$ cat src/rtl/conv_pkg.sv
`timescale 1ns/1ps
package conv_pkg;
  localparam int IDX_W = 5;

  typedef struct packed {
    logic             start;
    logic             step;
    logic             finish;
    logic             shortLen;
    logic [IDX_W-1:0] idx;
  } convStb_t;
endpackage

$ cat src/rtl/conv_ctrl.sv
`timescale 1ns/1ps
module conv_ctrl
  import conv_pkg::*;
#(
  parameter int RES_BITS    = 12,
  parameter int SHORT_BITS  = 8,
  parameter int MIN_LOW_CYC = 5
) (
  input  logic     clk,
  input  logic     rst_n,
  input  logic     chipEn,
  input  logic     chipSelN,
  input  logic     readMode,
  input  logic     lenShort,
  output convStb_t stb,
  output logic     busy
);
  localparam int CNT_W     = $clog2(MIN_LOW_CYC + 1);
  localparam int SHORT_LSB = RES_BITS - SHORT_BITS;

  logic             actPrev;
  logic             armedQ;
  logic [CNT_W-1:0] holdCnt;
  logic [IDX_W-1:0] idx;
  logic             lenQ;

  logic startAct, startEdge, runOk, startGo, finish;
  logic [IDX_W-1:0] lastIdx;

  assign startAct  = chipEn & ~chipSelN & ~readMode;
  assign startEdge = startAct & ~actPrev;
  assign runOk     = startEdge ? ~busy : armedQ;
  assign startGo   = startAct && runOk && !busy &&
                     (holdCnt == CNT_W'(MIN_LOW_CYC - 1));
  assign lastIdx   = lenQ ? IDX_W'(SHORT_LSB) : '0;
  assign finish    = busy && (idx <= lastIdx);

  always_ff @(posedge clk or negedge rst_n) begin
    if (!rst_n) begin
      actPrev <= 1'b0;
      armedQ  <= 1'b0;
      holdCnt <= '0;
    end else begin
      actPrev <= startAct;
      armedQ  <= startAct & runOk;
      if (!startAct)
        holdCnt <= '0;
      else if (holdCnt != CNT_W'(MIN_LOW_CYC))
        holdCnt <= holdCnt + 1'b1;
    end
  end

  always_ff @(posedge clk or negedge rst_n) begin
    if (!rst_n)
      lenQ <= 1'b0;
    else if (startEdge)
      lenQ <= lenShort;
  end

  always_ff @(posedge clk or negedge rst_n) begin
    if (!rst_n) begin
      busy <= 1'b0;
      idx  <= '0;
    end else if (startGo) begin
      busy <= 1'b1;
      idx  <= IDX_W'(RES_BITS - 1);
    end else if (busy) begin
      if (finish)
        busy <= 1'b0;
      else
        idx <= idx - 1'b1;
    end
  end

  always_comb begin
    stb.start    = startGo;
    stb.step     = busy;
    stb.finish   = finish;
    stb.shortLen = lenQ;
    stb.idx      = idx;
  end

  // assertion-only run length counter
  logic [IDX_W:0] busyRun;
  always_ff @(posedge clk or negedge rst_n) begin
    if (!rst_n)       busyRun <= '0;
    else if (!busy)   busyRun <= '0;
    else              busyRun <= busyRun + 1'b1;
  end

  p_start_held_r3: assert property (@(posedge clk) disable iff (!rst_n)
    $rose(busy) |-> ($past(startAct) && $past(holdCnt) == CNT_W'(MIN_LOW_CYC - 1)));

  p_no_restart_r8: assert property (@(posedge clk) disable iff (!rst_n)
    (busy && startEdge && !finish) |=> (busy && idx == $past(idx) - 1'b1));

  p_len_relatch_r9: assert property (@(posedge clk) disable iff (!rst_n)
    startEdge |=> (lenQ == $past(lenShort)));

  p_busy_bound_r7: assert property (@(posedge clk) disable iff (!rst_n)
    busy |-> (busyRun < (IDX_W+1)'(RES_BITS)));
endmodule

$ cat src/rtl/conv_datapath.sv
`timescale 1ns/1ps
module conv_datapath
  import conv_pkg::*;
#(
  parameter int RES_BITS   = 12,
  parameter int SHORT_BITS = 8
) (
  input  logic                clk,
  input  logic                rst_n,
  input  convStb_t            stb,
  input  logic                cmpIn,
  output logic [RES_BITS-1:0] result
);
  localparam int DROP_BITS = RES_BITS - SHORT_BITS;
  localparam logic [RES_BITS-1:0] SHORT_MASK = {{SHORT_BITS{1'b1}}, {DROP_BITS{1'b0}}};

  logic [RES_BITS-1:0] sar, sarNext, keepMask;

  always_comb begin
    sarNext = sar;
    for (int b = 0; b < RES_BITS; b++) begin
      if (stb.idx == IDX_W'(b))
        sarNext[b] = cmpIn;
      else if (!stb.finish && stb.idx == IDX_W'(b + 1))
        sarNext[b] = 1'b1;
    end
    keepMask = stb.shortLen ? SHORT_MASK : '1;
  end

  always_ff @(posedge clk or negedge rst_n) begin
    if (!rst_n) begin
      sar    <= '0;
      result <= '0;
    end else begin
      if (stb.start)
        sar <= {1'b1, {(RES_BITS-1){1'b0}}};
      else if (stb.step)
        sar <= sarNext;
      if (stb.step && stb.finish)
        result <= sarNext & keepMask;
    end
  end

  p_result_hold_r7: assert property (@(posedge clk) disable iff (!rst_n)
    !(stb.step && stb.finish) |=> $stable(result));

  p_short_zero_r6: assert property (@(posedge clk) disable iff (!rst_n)
    (stb.step && stb.finish && stb.shortLen) |=> ((result & ~SHORT_MASK) == '0));
endmodule

$ cat src/rtl/conv_seq_ctrl.sv
`timescale 1ns/1ps
module conv_seq_ctrl
  import conv_pkg::*;
#(
  parameter int RES_BITS    = 12,
  parameter int SHORT_BITS  = 8,
  parameter int MIN_LOW_CYC = 5
) (
  input  logic                clk,
  input  logic                rst_n,
  input  logic                chipEn,
  input  logic                chipSelN,
  input  logic                readMode,
  input  logic                lenShort,
  input  logic                cmpIn,
  output logic                busyFlag,
  output logic                dataOe,
  output logic [RES_BITS-1:0] dataOut
);
  convStb_t            stb;
  logic [RES_BITS-1:0] result;

  conv_ctrl #(
    .RES_BITS(RES_BITS), .SHORT_BITS(SHORT_BITS), .MIN_LOW_CYC(MIN_LOW_CYC)
  ) u_ctrl (
    .clk(clk), .rst_n(rst_n), .chipEn(chipEn), .chipSelN(chipSelN),
    .readMode(readMode), .lenShort(lenShort), .stb(stb), .busy(busyFlag)
  );

  conv_datapath #(
    .RES_BITS(RES_BITS), .SHORT_BITS(SHORT_BITS)
  ) u_dp (
    .clk(clk), .rst_n(rst_n), .stb(stb), .cmpIn(cmpIn), .result(result)
  );

  assign dataOe  = chipEn & ~chipSelN & readMode & ~busyFlag;
  assign dataOut = dataOe ? result : '0;

  p_quiet_busy_r10: assert property (@(posedge clk) disable iff (!rst_n)
    busyFlag |-> (dataOut == '0));

  p_fall_loads_r7: assert property (@(posedge clk) disable iff (!rst_n)
    $fell(busyFlag) |-> $past(stb.finish));
endmodule

$ cat config.mk
export PLATFORM = sky130hd
export DESIGN_NAME = conv_seq_ctrl
export DESIGN_NICKNAME = d
export VERILOG_FILES = /design/src/rtl/conv_pkg.sv /design/src/rtl/conv_ctrl.sv /design/src/rtl/conv_datapath.sv /design/src/rtl/conv_seq_ctrl.sv
export SDC_FILE = /design/constraint.sdc
export NUM_CORES = 1
export LEC_CHECK = 0
export BUFFER_PORTS_ARGS = -buffer_cell sky130_fd_sc_hd__buf_2
export CORE_ASPECT_RATIO = 0.75
export CORE_MARGIN = 2
export CORE_UTILIZATION = 35
export CTS_CLUSTER_SIZE = 28
export DETAILED_ROUTE_END_ITERATION = 12
export GPL_TIMING_DRIVEN = 0
export HOLD_SLACK_MARGIN = 0.03
export MAX_ROUTING_LAYER = met4
export PLACE_DENSITY = 0.6
export SLEW_MARGIN = 5
export SYNTH_ARGS = -nofsm -noshare
export SYNTH_HDL_FRONTEND = slang
export SYNTH_SLANG_ARGS = --single-unit
export TNS_END_PERCENT = 20
$ cat constraint.sdc
create_clock -name clk -period 4.2 [get_ports clk]
set_clock_uncertainty 0.2 [all_clocks]
set_input_delay 0.21 -clock clk [delete_from_list [all_inputs] [get_ports clk]]
set_output_delay 0.21 -clock clk [all_outputs]
set_load 0.02 [all_outputs]
==> impl_metrics.yaml <==
outcome:
  status: "completed"
clock_tree:
  cts_buffers: 5
  ctsResizeCount: 0
  root_buffer: "clkbuf_8"
  insertion_delay_ps: 300
  ctsLongestPathBuffers: 2
  htreeDepth: 2
  clkTransAtPathRegs_ps: 80
  cts_sinks: 36
  cts_tree: "yes"
worst_setup_path:
  cp.required_ps: 3790
  slowest_delay_ps: 560
  crit_path_cell_trace: "clkbuf_1 > nor4bb_1 > clkbuf_1 > and2_1 > buf_2"
  r2r_start: "u_ctrl.idx[2]$_DFFE_PN0P_"
  crit_arrival_ps: 2330
  critical_path_buf_inv_count: 3
  critPathCaptureType: "output pin"
  crit_family: "buffers and inverters"
  r2r_end: "u_dp.result[9]$_DFFE_PN0P_"
  crit_top_cell: "clkbuf_1"
  crit_cells: 5
  crit_type: "flop to output pin"
  worstPathMaxFanout: 10
  r2r_setup_slack_ps: 1470
  critPathSlowestCell: "nor4bb_1"
  reg2reg_depth: 6
  crit_path_start_kind: "flop"
pwr:
  p_switching_mw: 0.589
  combPwrFrac: 0.422
  p_leak_nw: 1.05
  max-vdd-ir-drop_mv: 0.264
  p_int_mw: 0.911
  powerDensity_nw_per_um2: 645
  switching_share: 0.393
  clockPowerShare: 0.209
  p_seq_frac: 0.369
cells_and_area:
  regArea_um2: 901
  most-common-layout-cells: "dfrtp_1 (36), nand2_1 (23), buf_2 (21)"
  design_area_um2: 2320
  multi_input_area_um2: 1020
  drive_gt1_frac: 0.158
  fin_util: 0.427
  nFillCells: 547
  synthToLayoutAreaGrowth_pct: 16.3
  stdcell_count: 315
  diodes: 0
  final_common_cell: "dfrtp_1"
  finalNetCount: 255
grt:
  grt-ovfl-total: 0
  grt_pass1_vias: 1501
  grtUsageTotal: 0.157
  grt_util_met2: 0.213
  grt_max_degree: 37
  met3_usage: 0.0359
  busiest_layer: "met1"
  antenna_found_initial: 0
  use_met1: 0.229
  grt_pass1_wl_um: 7530
synthesis:
  yosysWarnings: 0
  netlist_area_um2: 2000
  synthFlopType: "dfrtp_1"
  synthArstFlopShare: 1.00
  postSynthCellCount: 210
  synth.yosys.seq_area_share: 0.451
  synth_edf_count: 0
  ys_ff_latch: 36
  syn-mean-instance-area_um2: 9.52
  syn_nets: 226
  synth.distinct_cells: 42
timing:
  max_slew.worst_pin.slew_ps: 894
  final-hold-violation-count: 0
  finalSetupViolations: 0
  fin_tns_setup_ps: 0
  finalMaxSlewViolations: 0
  rsz0062_at_grt: "no"
  period_share: 0.654
  fmax_mhz: 364
  min_period_ps: 2740
  timing.slew.headroom: 0.399
  fin_ws_ps: 1460
worst_hold_path:
  min_path_type: "primary input to flop"
  hold_start: "cmpIn"
  hold_path_depth: 4
  min_to: "u_dp.result[2]$_DFFE_PN0P_"
placement:
  gp_congestion: 0.814
  dp_cells: 305
  post-place-ws_ps: 1430
  port_buffers: 20
  hpwlAfterDp_um: 3290
  dpl_cell_area_um2: 2190
drt:
  ant_nets: 0
  vias: 1594
  drt_iter0_drc: 96
  routedWlPerCell_um: 14.8
  routed_wl_um: 4670
  first_pass_iters: 4
  via_per_inst: 5.06
  drc_errors: 0
die:
  fp.dieH_um: 69.5
  die_x_um: 91.3
  die_area_um2: 6340
  io_pins: 21
  core_um2: 5440
  rows: 23
  start_util: 0.368
job:
  cap_violations: 0
[through the flow]
step	total power, mW	hold slack, ps
floorplan	1.02	-286
global route	1.61	221
finish	1.50	185
detailed placement	1.19	160
CTS	1.51	175
global placement	1.17	161
[worst register-to-register path, cell delays in order (launching register included)]
cell     delay [ps]
dfrtp_1         420
buf_1           380
inv_1            90
ha_1            290
a21oi_1         110
nor3_1          710
mux2_2          420
[layer usage]
metal / up-vias / part of all wire
li1: 800 / -
met1: 748 / 0.53
met2: 39 / 0.41
met3: 7 / 0.044
met4: 0 / 0.012
met5: - / 0
[state kept, by name, indices dropped and copies added, names as in the netlist]
signal / count
u_dp.sar: 12
u_ctrl.lenQ: 1
u_ctrl.actPrev: 1
u_ctrl.armedQ: 1
u_ctrl.holdCnt: 3
u_ctrl.busy: 1
u_dp.result: 12
u_ctrl.idx: 5
[cells by family (layout without fill, tap and decap cells)]
kind of cell	count (synthesis)	after routing	synth area share
xor gates and xnor gates	2	2	0.00876
DFF	36	36	0.451
and+or+nand+nor	79	79	0.220
adders and majority gates	9	9	0.0563
muxes	12	12	0.0626
AOI/OAI and AO/OA	52	52	0.164
buffers and inverters	20	50	0.0382
[synth_stat cells, types with 4 or more instances]
master	instances	area, um^2
nor2b_1	6	37.5
inv_1	9	33.8
and2_1	12	75.1
o21ai_0	16	80.1
o22ai_1	4	25.0
a22o_1	5	43.8
ha_1	9	113
mux2i_1	8	80.1
nor3_1	4	20.0
mux2_2	4	45.0
dfrtp_1	36	901
clkbuf_1	9	33.8
nor2_1	9	33.8
nand2_1	23	86.3
a21oi_1	14	70.1
[how the worst max path moves through the flow]
stage                         startpoint                          end  slack [ps]
2_1_floorplan  u_ctrl.idx[2]$_DFFE_PN0P_   u_dp.result[2]$_DFFE_PN0P_        1790
3_3_place_gp   u_ctrl.idx[2]$_DFFE_PN0P_  u_dp.result[10]$_DFFE_PN0P_        1480
3_5_place_dp   u_ctrl.idx[2]$_DFFE_PN0P_   u_dp.result[9]$_DFFE_PN0P_        1430
4_1_cts        u_ctrl.idx[2]$_DFFE_PN0P_   u_dp.result[9]$_DFFE_PN0P_        1440
5_1_grt            u_ctrl.busy$_DFF_PN0_                   dataOut[2]        1210
6_report           u_ctrl.busy$_DFF_PN0_                   dataOut[9]        1460
[layout make-up]
class,count,area share
repair buffers,22,0.0517
clock buffers,5,0.0296
multi-input cells,154,0.440
inverters,9,0.0145
well taps,75,0.0404
clock inverters,3,0.0183
plain buffers,11,0.0183
flip-flops and latches,36,0.388
[power groups by stage]
stage | Clock, mW | Combinational, mW | Sequential [mW]
after global routing | 0.331 | 0.710 | 0.569
after global placement | 0 | 0.617 | 0.554
final | 0.313 | 0.634 | 0.553
after detailed placement | 0 | 0.629 | 0.560
after CTS | 0.318 | 0.634 | 0.554
after floorplan | 0 | 0.475 | 0.543
[repair_timing]
action / 4_1_cts / 5_1_grt
buffers inserted: 0 / 0
hold endpoints to repair: 37 / 0
hold buffers: 2 / 0
(Power assumes the default switching activity.)
